`src/rtl/svc_pkg.sv`:
```
package svc_pkg;
  localparam int STB_W   = 8;
  localparam int BIT_QUES = 3;
  localparam int BIT_MAV  = 4;
  localparam int BIT_ESB  = 5;
  localparam int BIT_MSS  = 6;
  localparam int BIT_OSS  = 7;
  localparam int LOW_UNUSED = 3;
  localparam logic [STB_W-1:0] LIVE_MASK = 8'hF8;

  typedef enum logic {
    ADDR_MASK = 1'b0,
    ADDR_STB  = 1'b1
  } reg_addr_e;
endpackage

```
`src/rtl/any_enabled.sv`:
```
module any_enabled #(
  parameter int W = 8
) (
  input  logic [W-1:0] bits,
  input  logic [W-1:0] en,
  output logic         hit
);
  logic [W-1:0] gated;

  for (genvar i = 0; i < W; i++) begin : g_gate
    assign gated[i] = bits[i] & en[i];
  end

  assign hit = |gated;
endmodule

```
`src/rtl/sre_mask_reg.sv`:
```
module sre_mask_reg
  import svc_pkg::*;
(
  input  logic             clk,
  input  logic             rst_n,
  input  logic             we,
  input  logic [STB_W-1:0] wdata,
  output logic [STB_W-1:0] mask
);
  logic [STB_W-1:LOW_UNUSED] mask_q, mask_d;

  always_comb begin
    mask_d = mask_q;
    if (we) mask_d = wdata[STB_W-1:LOW_UNUSED];
  end

  always_ff @(posedge clk or negedge rst_n) begin
    if (!rst_n) mask_q <= '0;
    else        mask_q <= mask_d;
  end

  for (genvar i = 0; i < STB_W; i++) begin : g_out
    if (i < LOW_UNUSED) begin : g_zero
      assign mask[i] = 1'b0;
    end else begin : g_live
      assign mask[i] = mask_q[i];
    end
  end

  a_r6_low_zero: assert property (@(posedge clk) disable iff (!rst_n)
    mask[LOW_UNUSED-1:0] == '0);
  a_r6_write_lands: assert property (@(posedge clk) disable iff (!rst_n)
    we |=> (mask == ($past(wdata) & LIVE_MASK)));
  a_r6_hold: assert property (@(posedge clk) disable iff (!rst_n)
    !we |=> $stable(mask));
endmodule

```
`src/rtl/srq_edge.sv`:
```
module srq_edge (
  input  logic clk,
  input  logic rst_n,
  input  logic level,
  output logic pulse
);
  logic level_q, pulse_q, pulse_d;

  always_comb pulse_d = level & ~level_q;

  always_ff @(posedge clk or negedge rst_n) begin
    if (!rst_n) begin
      level_q <= 1'b0;
      pulse_q <= 1'b0;
    end else begin
      level_q <= level;
      pulse_q <= pulse_d;
    end
  end

  assign pulse = pulse_q;

  a_r8_rise_fires: assert property (@(posedge clk) disable iff (!rst_n)
    $rose(level) |=> pulse);
  a_r8_needs_level: assert property (@(posedge clk) disable iff (!rst_n)
    pulse |-> $past(level));
  a_r8_single: assert property (@(posedge clk) disable iff (!rst_n)
    pulse |=> !pulse);
endmodule

```
`src/rtl/svc_req_status.sv`:
```
module svc_req_status
  import svc_pkg::*;
#(
  parameter int ESR_W = 8,
  parameter int OSR_W = 16
) (
  input  logic             clk,
  input  logic             rst_n,
  input  logic [ESR_W-1:0] esr_bits,
  input  logic [ESR_W-1:0] esr_en,
  input  logic [OSR_W-1:0] osr_bits,
  input  logic [OSR_W-1:0] osr_en,
  input  logic             msg_avail,
  input  logic             ques_sum,
  input  logic             reg_we,
  input  logic             reg_addr,
  input  logic [7:0]       reg_wdata,
  output logic [7:0]       reg_rdata,
  output logic [7:0]       status_byte,
  output logic             srq
);
  logic [1:0]       rst_sync;
  logic             rst_int_n;
  logic             esb, oss, mss;
  logic [STB_W-1:0] stb_raw, mask, masked;
  logic             mask_we;

  always_ff @(posedge clk or negedge rst_n) begin
    if (!rst_n) rst_sync <= 2'b00;
    else        rst_sync <= {rst_sync[0], 1'b1};
  end
  assign rst_int_n = rst_sync[1];

  any_enabled #(.W(ESR_W)) u_esb (.bits(esr_bits), .en(esr_en), .hit(esb));
  any_enabled #(.W(OSR_W)) u_oss (.bits(osr_bits), .en(osr_en), .hit(oss));

  assign mask_we = reg_we && (reg_addr == ADDR_MASK);

  sre_mask_reg u_mask (
    .clk  (clk),
    .rst_n(rst_int_n),
    .we   (mask_we),
    .wdata(reg_wdata),
    .mask (mask)
  );

  always_comb begin
    stb_raw           = '0;
    stb_raw[BIT_QUES] = ques_sum;
    stb_raw[BIT_MAV]  = msg_avail;
    stb_raw[BIT_ESB]  = esb;
    stb_raw[BIT_OSS]  = oss;
    masked            = stb_raw & mask;
    masked[BIT_MSS]   = 1'b0;
    mss               = |masked;
    status_byte       = stb_raw;
    status_byte[BIT_MSS] = mss;
  end

  always_comb begin
    if (reg_addr == ADDR_STB) reg_rdata = status_byte;
    else                      reg_rdata = mask;
  end

  srq_edge u_srq (
    .clk  (clk),
    .rst_n(rst_int_n),
    .level(mss),
    .pulse(srq)
  );

  a_r4_low_zero: assert property (@(posedge clk) disable iff (!rst_int_n)
    status_byte[2:0] == 3'b000);
  a_r5_no_mask_no_mss: assert property (@(posedge clk) disable iff (!rst_int_n)
    (mask == 8'h00) |-> !status_byte[BIT_MSS]);
  a_r9_idle_mask_quiet: assert property (@(posedge clk) disable iff (!rst_int_n)
    (mask == 8'h00 && $past(mask) == 8'h00) |-> !srq);
  a_r7_read_live: assert property (@(posedge clk) disable iff (!rst_int_n)
    (reg_addr == ADDR_STB) |-> (reg_rdata == status_byte));
endmodule

```
`config.mk`:
```
export PLATFORM = sky130hd
export DESIGN_NAME = svc_req_status
export DESIGN_NICKNAME = d
export VERILOG_FILES = /design/src/rtl/svc_pkg.sv /design/src/rtl/any_enabled.sv /design/src/rtl/sre_mask_reg.sv /design/src/rtl/srq_edge.sv /design/src/rtl/svc_req_status.sv
export SDC_FILE = /design/constraint.sdc
export NUM_CORES = 1
export LEC_CHECK = 0
export BUFFER_PORTS_ARGS = -buffer_cell sky130_fd_sc_hd__buf_2
export CORE_UTILIZATION = 32
export CTS_CLUSTER_SIZE = 10
export DETAILED_ROUTE_END_ITERATION = 10
export PLACE_DENSITY = 0.78
export REMOVE_ABC_BUFFERS = 1
export SLEW_MARGIN = 10
export SYNTH_ARGS = -nofsm -noshare
export SYNTH_HDL_FRONTEND = slang
export SYNTH_HIERARCHICAL = 1
export SYNTH_SLANG_ARGS = --single-unit
export TNS_END_PERCENT = 5
```
`constraint.sdc`:
```
create_clock -name clk -period 1.2 [get_ports clk]
set_input_delay 0.06 -clock clk [delete_from_list [all_inputs] [get_ports clk]]
set_output_delay 0.06 -clock clk [all_outputs]
set_load 0.02 [all_outputs]
```
==> out/metrics.yaml, run 1 <==
outcome: "finished, violations left"
violations: "negative setup slack"
syn_to_final_growth_pct: 58.6
maxCapViolCount: 0
fmax_mhz: 743
antenna_left: 0
grt_pass1_wl_mm: 2.50
power_leakage_uw: 0.000567
route.detailed.drc: 0
syn_inst: 57
design.die.area_um2: 2250
synth_area_um2: 662
dr.pass1.iters: 2
final_net_count: 188
critical_path_peak_fanout: 2
cts_made_buffers: 3
fin_crit_ps: 1350
synth_top_area_share_pct: 34.0
critPathLaunch: "osr_bits[0]"
grt_overflow: 0
cp.arrival_ps: 1290
gp_congestion: 0.669
ctsLongestPathBuffers: 2
drive_gt1_share_pct: 74.4
diodes: 0
vias: 674
core_area_um2: 1960
setup_viol: 3
async_reset_ff_share_pct: 100
fin_worst_skew_ps: 7.64
die_h_um: 47.5
holdCritPathClass: "in2reg"
r2r-start: "u_mask/mask_q[4]$_DFFE_PN0P_"
fill_cells: 185
yosys_warnings: 6
cts_root_buffer: "clkbuf_4"
synth_seq_cells: 9
yosysTopAreaCell: "dfrtp_1"
setup_ws_ps: -146
cp-end-kind: "output port"
fin_cells: 152
grt_usage_pct: 15.8
avgSynthCellArea_um2: 11.6
hold_viol: 0
clkTransAtPathRegs_ps: 50
wl_per_cell_um: 10.7
grt_pass1_vias: 691
antenna_found_initial: 0
totalWireLength_mm: 1.62
grt_max_degree: 10
vdd_drop_max_v: 0.000649
initialDrtViolationCount: 4
critPathLaunchType: "input port"
viasPerCell: 4.43
fin_crit_sh_pct: 112
cts_tree: "built"
die_w_um: 47.5
start_util_pct: 33.7
synth_edf_count: 0
rsz0062_at_grt: "true"
finalMaxSlewViolations: 0
synthDistinctLibCells: 15
dpl.hpwl_mm: 1.48
seq_area_frac_synth_pct: 34.0
clk_latency_ps: 250
port_buffers: 69
required_ps: 1140
worstSetupPathType: "in2out"
dpl.cell_count: 147
ios: 79
pre_cts_slack_ps: -131
power.density_nw_per_um2: 901
cts_sinks: 9
synth_area_leaders: "dfrtp_1 34%, buf_4 12%, a221oi_2 9.1%, mux2_4 9.1%, mux2_2 8.5%"
htreeDepth: 1
rows: 16
min_from: "reg_wdata[3]"
ys.flop_type: "dfrtp_1"
yosysMostFrequentCell: "buf_4"
ys_top_cells_by_count: "11 x buf_4, 9 x dfrtp_1, 6 x a22oi_1"
[cell families after synthesis]
kind of cell,share of synthesized area (%)
buffers and inverters,14.2
AND/OR/NAND/NOR,10.4
flip-flops,34.0
other,1.70
AO/OA/AOI/OAI,22.1
multiplexers,17.6
[state kept, by name (all words and copies together), names as in the netlist]
name / flops
u_srq/level_q: 1
u_mask/mask_q: 5
u_srq/pulse: 1
rst_sync: 2
[repair_timing]
| item | in CTS | in global routing |
|---|---|---|
| resized for setup | 6 | 1 |
| endpoints found under the setup margin | 3 | 4 |
| buffers inserted | 0 | 0 |
| pin swaps | 1 | 2 |
| gates cloned | 0 | 0 |
| hold buffers | 1 | 0 |
| endpoints found under the hold margin | 2 | 0 |
[critical path, cell delays in order]
cell and delay (ps):
buf_6 90, a22o_1 230, a221oi_2 190, nand4_1 160, buf_4 170, mux2_4 250, buf_6 130
[metrics by stage]
stage	power (uW)	setup TNS, ps	hold slack (ps)	instance area, um2	util (%)
global route	1020	-536	41.5	1050	53.5
finish	945	-225	44.9	1050	53.5
floorplan	551	-699	-236	583	-
global placement	706	-426	-152	977	49.8
detailed placement	717	-484	-152	977	49.8
CTS	958	-279	35.5	1040	53.3
[worst paths after layout]
path / endpoint / slack, ps / cells after the start
worst min register to register: u_srq/level_q$_DFF_PN0_ / 110 / 0
worst min-delay path: u_mask/mask_q[3]$_DFFE_PN0P_ / 40 / 2
max in group asynchronous: u_mask/mask_q[6]$_DFFE_PN0P_ / 870 / 0
worst max register to register: u_srq/pulse$_DFF_PN0_ / 230 / 3
worst max-delay path: reg_rdata[7] / -150 / 7
min in group asynchronous: u_srq/level_q$_DFF_PN0_ / 110 / 0
[final cells by class]
type                            instances  area [um2]  share of cell area [%]
Clock buffer                            4        26.3                    2.50
Multi-Input combinational cell         40         363                    34.6
Sequential cell                         9         225                    21.5
Tap cell                               27        33.8                    3.22
Timing Repair Buffer                   72         402                    38.3
[cell usage in the layout (no fill, tap or decap)]
cell and n:
nor2_1 1, mux2_4 4, nor2b_4 1, clkbuf_4 3, a22oi_1 5, clkbuf_1 1
and2b_2 4, buf_2 64, a22oi_2 1, a31oi_1 1, dfrtp_1 9, nand2_1 1
a22o_1 4, dlygate4sd3_1 1, buf_4 2, mux2_2 5, nand4_1 2, conb_1 7
a221oi_2 4, buf_6 5
[layer usage]
| layer | wire, um | part of all wire (%) | track usage (%) |
|---|---|---|---|
| met4 | 19 | 1.2 | 9.14 |
| met1 | 539 | 33 | 13.3 |
| met5 | 0 | 0 | 0 |
| met2 | 917 | 57 | 32.3 |
| met3 | 141 | 8.7 | 3.77 |
[report_power, final]
group	total (uW)	switching (uW)	internal [uW]
Sequential	371	29.0	342
Combinational	357	158	199
Clock	218	90.6	127
(Power assumes the default switching activity.)
==> run 2: changes to the inputs <==
==> constraint.sdc (replaced) <==
create_clock -name clk -period 1.2 [get_ports clk]
set_input_delay 0 -clock clk [delete_from_list [all_inputs] [get_ports clk]]
set_output_delay 0 -clock clk [all_outputs]
set_load 0.02 [all_outputs]
==> run 2 against run 1 <==
  * Fmax is 9.9% higher
  * Non-clock buffer count rose by 5
  * Critical path type unchanged
  * Hold slack improved by 0.80 ps
  * Largest power group is now combinational logic
  * Largest cell class unchanged
  * Sequential share of layout area decreased by 1.2 points
  * Clock skew down 3.6 ps
  * Register-to-register slack lost 30 ps
  * Clock-buffer cell count stayed put
  * Core utilization rose by 3.1 points
  * Via count is 8.0% higher
  * Total power is 4.8% higher
  * Critical path depth unchanged
  * The run still ends with negative setup slack left
  * Global-route usage rose by 2.5 points
==> out/metrics.yaml, run 2 (same netlist as run 1, synthesis figures left out) <==
outcome: "finished, violations left"
violations: "negative setup slack"
cp-end-kind: "output port"
crit_chain: "buf_6, a22o_1, a221oi_2, nand4_1, buf_4, mux2_4, buf_6"
rsz0062_at_grt: "true"
p_comb_share_pct: 38.3  # +0.6 points
vdd_drop_max_v: 0.000775  # +19%
syn_to_final_growth_pct: 67.9
core_area_um2: 1960  # unchanged
largest_reg_flops: 5  # unchanged
clk_latency_ps: 260  # about the same
antenna_left: 0  # unchanged
r2r-start: "u_mask/mask_q[5]$_DFFE_PN0P_"
grt_overflow: 0  # unchanged
setup_ws_ps: -24.7  # +121 ps
ctsLongestPathBuffers: 2  # unchanged
dr.pass1.iters: 4  # +2
fin_crit_ps: 1220  # -121 ps
clkTransAtPathRegs_ps: 60  # about the same
seq_area_um2: 225  # unchanged
final_util_pct: 56.6  # +3.1 points
totalWireLength_mm: 1.98  # +22%
fmax_mhz: 817  # +9.9%
maxCapViolCount: 0  # unchanged
grt_max_degree: 10  # unchanged
grt_pass1_vias: 713  # +3.2%
wl_per_cell_um: 12.6  # +18%
antenna_found_initial: 0  # unchanged
die_w_um: 47.5  # unchanged
grt_pass1_wl_mm: 2.85  # +14%
diodes: 0  # unchanged
holdCritPathClass: "in2async"
design.die.area_um2: 2250  # unchanged
required_ps: 1200  # +60 ps
viasPerCell: 4.64  # +4.6%
clock_power_share_pct: 23.9  # +0.9 points
fin_worst_skew_ps: 4.06  # -3.58 ps
final_common_cell: "buf_2"
gp_congestion: 0.656  # -2.0%
critPathLaunchType: "input port"
drive_gt1_share_pct: 72.3  # -2.1 points
cts_tree: "built"
critPathLaunch: "osr_en[5]"
postPlaceCellArea_um2: 977  # unchanged
start_util_pct: 33.7  # unchanged
htreeDepth: 1  # unchanged
dpl.hpwl_mm: 1.52  # +2.7%
power.share.switching_pct: 31.0  # +1.7 points
die_h_um: 47.5  # unchanged
post_cts_buffers: 0  # unchanged
ios: 79  # unchanged
p_seq_share_pct: 37.8  # -1.4 points
hold_viol: 0  # unchanged
fill_cells: 190  # +2.7%
power.density_nw_per_um2: 892  # -1.0%
finalMaxSlewViolations: 0  # unchanged
initialDrtViolationCount: 3  # -1
port_buffers: 69  # unchanged
stdcell_area_um2: 1110  # +5.8%
p_switching_uw: 307  # +11%
cts_root_buffer: "clkbuf_4"
multi_input_area_um2: 368  # +1.4%
route.detailed.drc: 0  # unchanged
top_register: "u_mask/mask_q"
vias: 728  # +8.0%
pre_cts_slack_ps: -90.0  # +40.5 ps
p_int_uw: 683  # +2.3%
slowest_stage: "mux2_4"
top_regs: "u_mask/mask_q x5, rst_sync x2"
final_net_count: 193  # +2.7%
critical_path_peak_fanout: 2  # unchanged
power_uw: 991  # +4.8%
cts_sinks: 9  # unchanged
rows: 16  # unchanged
cp.arrival_ps: 1220  # -70 ps
slowest_delay_ps: 250  # about the same
worstSetupPathType: "in2out"
fin_crit_sh_pct: 102  # -10 points
final_cell_mix: "63 x buf_2, 9 x dfrtp_1, 7 x conb_1, 6 x dlygate4sd3_1, 6 x buf_6"
cp_common_cell: "buf_6"
cts_made_buffers: 3  # unchanged
grt_usage_pct: 18.3  # +2.5 points
setup_viol: 1  # -2
power_leakage_uw: 0.000591  # +4.1%
run 2: what timing repair did:
item | CTS | global route
resized for setup | 6 | 3
pin swaps | 4 | 4
setup endpoints to repair | 2 | 3
endpoints found under the hold margin | 7 | 0
hold buffers | 6 | 0
run 2: through the flow:
| step | instances | setup TNS [ps] | hold WS [ps] |
|---|---|---|---|
| 4_1_cts | 157 | -17.8 | 38.9 |
| 3_3_place_gp | 147 | -24.0 | -213 |
| 5_1_grt | 157 | -189 | 36.7 |
| 6_report | 157 | -24.7 | 45.7 |
| 2_1_floorplan | 49 | -394 | -296 |
| 3_5_place_dp | 147 | -134 | -213 |
run 2: final cells by class:
| type | instances | area share [%] |
|---|---|---|
| multi-input cells | 40 | 33.1 |
| clock buffers | 4 | 2.36 |
| well taps | 27 | 3.04 |
| repair buffers | 77 | 41.2 |
| flip-flops and latches | 9 | 20.3 |
run 2: final timing paths:
kind | cells after the start | to | slack [ps]
hold reg to reg | 0 | u_srq/level_q$_DFF_PN0_ | 100
setup / recovery | 7 | reg_rdata[7] | -20
setup reg to reg | 3 | u_srq/pulse$_DFF_PN0_ | 200
max in group asynchronous | 0 | u_mask/mask_q[4]$_DFFE_PN0P_ | 880
min in group clk | 3 | u_srq/level_q$_DFF_PN0_ | 90
hold / removal | 2 | rst_sync[1]$_DFF_PN0_ | 50
run 2: power groups by stage:
stage | Combinational (uW) | Clock (uW) | Sequential [uW]
detailed placement | 342 | 0 | 374
floorplan | 176 | 0 | 375
finish | 379 | 236 | 375
global placement | 334 | 0 | 373
global route | 414 | 264 | 380
CTS | 371 | 245 | 371
run 2: worst max-delay path: cells and delay by family:
kind / cells / cell delay (ps)
AOI/OAI and AO/OA: 2 / 400
buffers and inverters: 3 / 390
muxes: 1 / 250
and+or+nand+nor: 1 / 170
run 2: layer usage:
metal / track usage [%] / share of wire, % / vias to the layer above
met3: 6.79 / 7.5 / 2
met2: 36.2 / 56 / 39
met4: 2.86 / 0.96 / 0
met5: 0 / 0 / -
met1: 18.2 / 35 / 346
li1: - / - / 341
==> run 3: changes to the inputs <==
Settings changed: SKIP_LAST_GASP set to 1.
==> run 3 against run 2 <==
  * The flow still finishes with violations (negative setup slack)
  * Cell area is 2.3% lower
  * Clock-buffer cell count is the same
  * Sequential share of layout area rose by 0.47 points
  * Clock skew hardly changed
  * Sequential power about the same
  * Via count decreased by 0.96%
  * Register-to-register slack about the same
  * Critical path type unchanged
  * Largest cell class unchanged
==> out/metrics.yaml, run 3 (same netlist as run 1, synthesis figures left out) <==
outcome: "finished, violations left"
violations: "negative setup slack"
fill_cells: 189  # -0.53%
diodes: 0  # unchanged
fin_worst_skew_ps: 4.05  # -0.0189 ps
initialDrtViolationCount: 0  # -3
p_comb_share_pct: 37.8  # -0.5 points
dpl.cell_count: 147  # unchanged
clock_power_share_pct: 24.0  # about the same
slowest_stage: "mux2_4"
rsz0062_at_grt: "true"
design.die.area_um2: 2250  # unchanged
final_cell_mix: "67 x buf_2, 9 x dfrtp_1, 7 x conb_1, 6 x dlygate4sd3_1, 5 x mux2_2"
core_area_um2: 1960  # unchanged
stdcell_area_um2: 1090  # -2.3%
final_net_count: 193  # unchanged
power.density_nw_per_um2: 903  # +1.3%
multi_input_area_um2: 368  # unchanged
power.share.switching_pct: 31.2  # +0.13 points
totalWireLength_mm: 1.91  # -3.5%
required_ps: 1200  # about the same
slowest_delay_ps: 250  # about the same
grt_pass1_wl_mm: 2.88  # +1.2%
vdd_drop_max_v: 0.000754  # -2.7%
antenna_left: 0  # unchanged
largest_reg_flops: 5  # unchanged
grt_max_degree: 10  # unchanged
grt_pass1_vias: 724  # +1.5%
gp_congestion: 0.656  # unchanged
wl_per_cell_um: 12.2  # -3.5%
dpl.hpwl_mm: 1.52  # unchanged
final_common_cell: "buf_2"
ctsLongestPathBuffers: 2  # unchanged
finalMaxSlewViolations: 0  # unchanged
seq_area_um2: 225  # unchanged
fin_crit_sh_pct: 103  # +0.71 points
die_h_um: 47.5  # unchanged
fin_cells: 157  # unchanged
pre_cts_slack_ps: -90.0  # unchanged
crit_family: "compound AO/OA/AOI/OAI gates"
fmax_mhz: 811  # -0.69%
cp.arrival_ps: 1230  # about the same
fin_crit_ps: 1230  # +8.54 ps
setup_viol: 1  # unchanged
clk_latency_ps: 260  # about the same
post_cts_buffers: 0  # unchanged
start_util_pct: 33.7  # unchanged
postPlaceCellArea_um2: 977  # unchanged
htreeDepth: 1  # unchanged
port_buffers: 69  # unchanged
setup_ws_ps: -33.2  # -8.54 ps
route.detailed.drc: 0  # unchanged
critical_path_peak_fanout: 2  # unchanged
syn_to_final_growth_pct: 64.1
p_seq_share_pct: 38.2  # +0.4 points
p_int_uw: 675  # -1.2%
p_switching_uw: 306  # -0.59%
ios: 79  # unchanged
clkTransAtPathRegs_ps: 60  # about the same
r2r-start: "u_mask/mask_q[5]$_DFFE_PN0P_"
setup_tns_ps: -33.2  # -8.54 ps
cts_made_buffers: 3  # unchanged
worstSetupPathType: "in2out"
grt_usage_pct: 18.4  # +0.079 points
cp-end-kind: "output port"
top_register: "u_mask/mask_q"
crit_chain: "buf_2, a22o_1, a221oi_2, nand4_1, buf_4, mux2_4, buf_6"
critPathLaunchType: "input port"
viasPerCell: 4.59  # -0.96%
hold_viol: 0  # unchanged
crit_buf_inv: 3  # unchanged
cts_root_buffer: "clkbuf_4"
top_regs: "u_mask/mask_q x5, rst_sync x2"
grt_overflow: 0  # unchanged
antenna_found_initial: 0  # unchanged
critPathLaunch: "osr_en[0]"
vias: 721  # -0.96%
cts_tree: "built"
power_leakage_uw: 0.000582  # -1.4%
dr.pass1.iters: 1  # -3
drive_gt1_share_pct: 72.3  # unchanged
maxCapViolCount: 0  # unchanged
die_w_um: 47.5  # unchanged
power_uw: 981  # -1.0%
cts_sinks: 9  # unchanged
holdCritPathClass: "in2async"
rows: 16  # unchanged
-- run 3: cell count changes in the layout (fill, tap and decap cells not counted) --
cell / delta
buf_6: -4
buf_2: +4
-- run 3: area by class of cell --
type	instances	area share [%]
Clock buffer	4	2.42
Tap cell	27	3.11
Sequential cell	9	20.7
Timing Repair Buffer	77	39.9
Multi-Input combinational cell	40	33.9
-- run 3: power by group through the flow --
stage,sequential [uW],combinational [uW],clock [uW]
after floorplan,375,176,0
after global placement,373,334,0
after detailed placement,374,342,0
after CTS,371,365,245
after global routing,380,406,264
final,375,371,235
-- run 3: worst paths after layout --
| check | end | slack [ps] | depth (start not counted) |
|---|---|---|---|
| setup / recovery | reg_rdata[7] | -30 | 7 |
| hold / removal | rst_sync[1]$_DFF_PN0_ | 50 | 2 |
| setup reg to reg | u_srq/pulse$_DFF_PN0_ | 200 | 3 |
| hold reg to reg | u_srq/level_q$_DFF_PN0_ | 100 | 0 |
| max in group asynchronous | u_mask/mask_q[4]$_DFFE_PN0P_ | 880 | 0 |
| min in group clk | u_srq/level_q$_DFF_PN0_ | 90 | 3 |
-- run 3: routing by layer --
metal	GRT usage (%)	routed length [um]	up-vias
li1	-	-	342
met1	18.7	685	339
met2	35.3	1050	36
met3	7.55	143	4
met4	2.86	30	0
met5	0	0	-
-- run 3: repair_timing --
| action | 4_1_cts | 5_1_grt |
|---|---|---|
| setup endpoints to repair | 2 | 3 |
| hold endpoints to repair | 7 | 0 |
| hold buffers | 6 | 0 |
| resized for setup | 3 | 2 |
| pin swaps | 1 | 3 |
-- run 3: through the flow --
stage	hold slack (ps)	util, %
after global placement	-213	49.8
after global routing	36.7	55.4
after CTS	38.9	54.8
after detailed placement	-213	49.8
final	46.7	55.4
after floorplan	-296	-
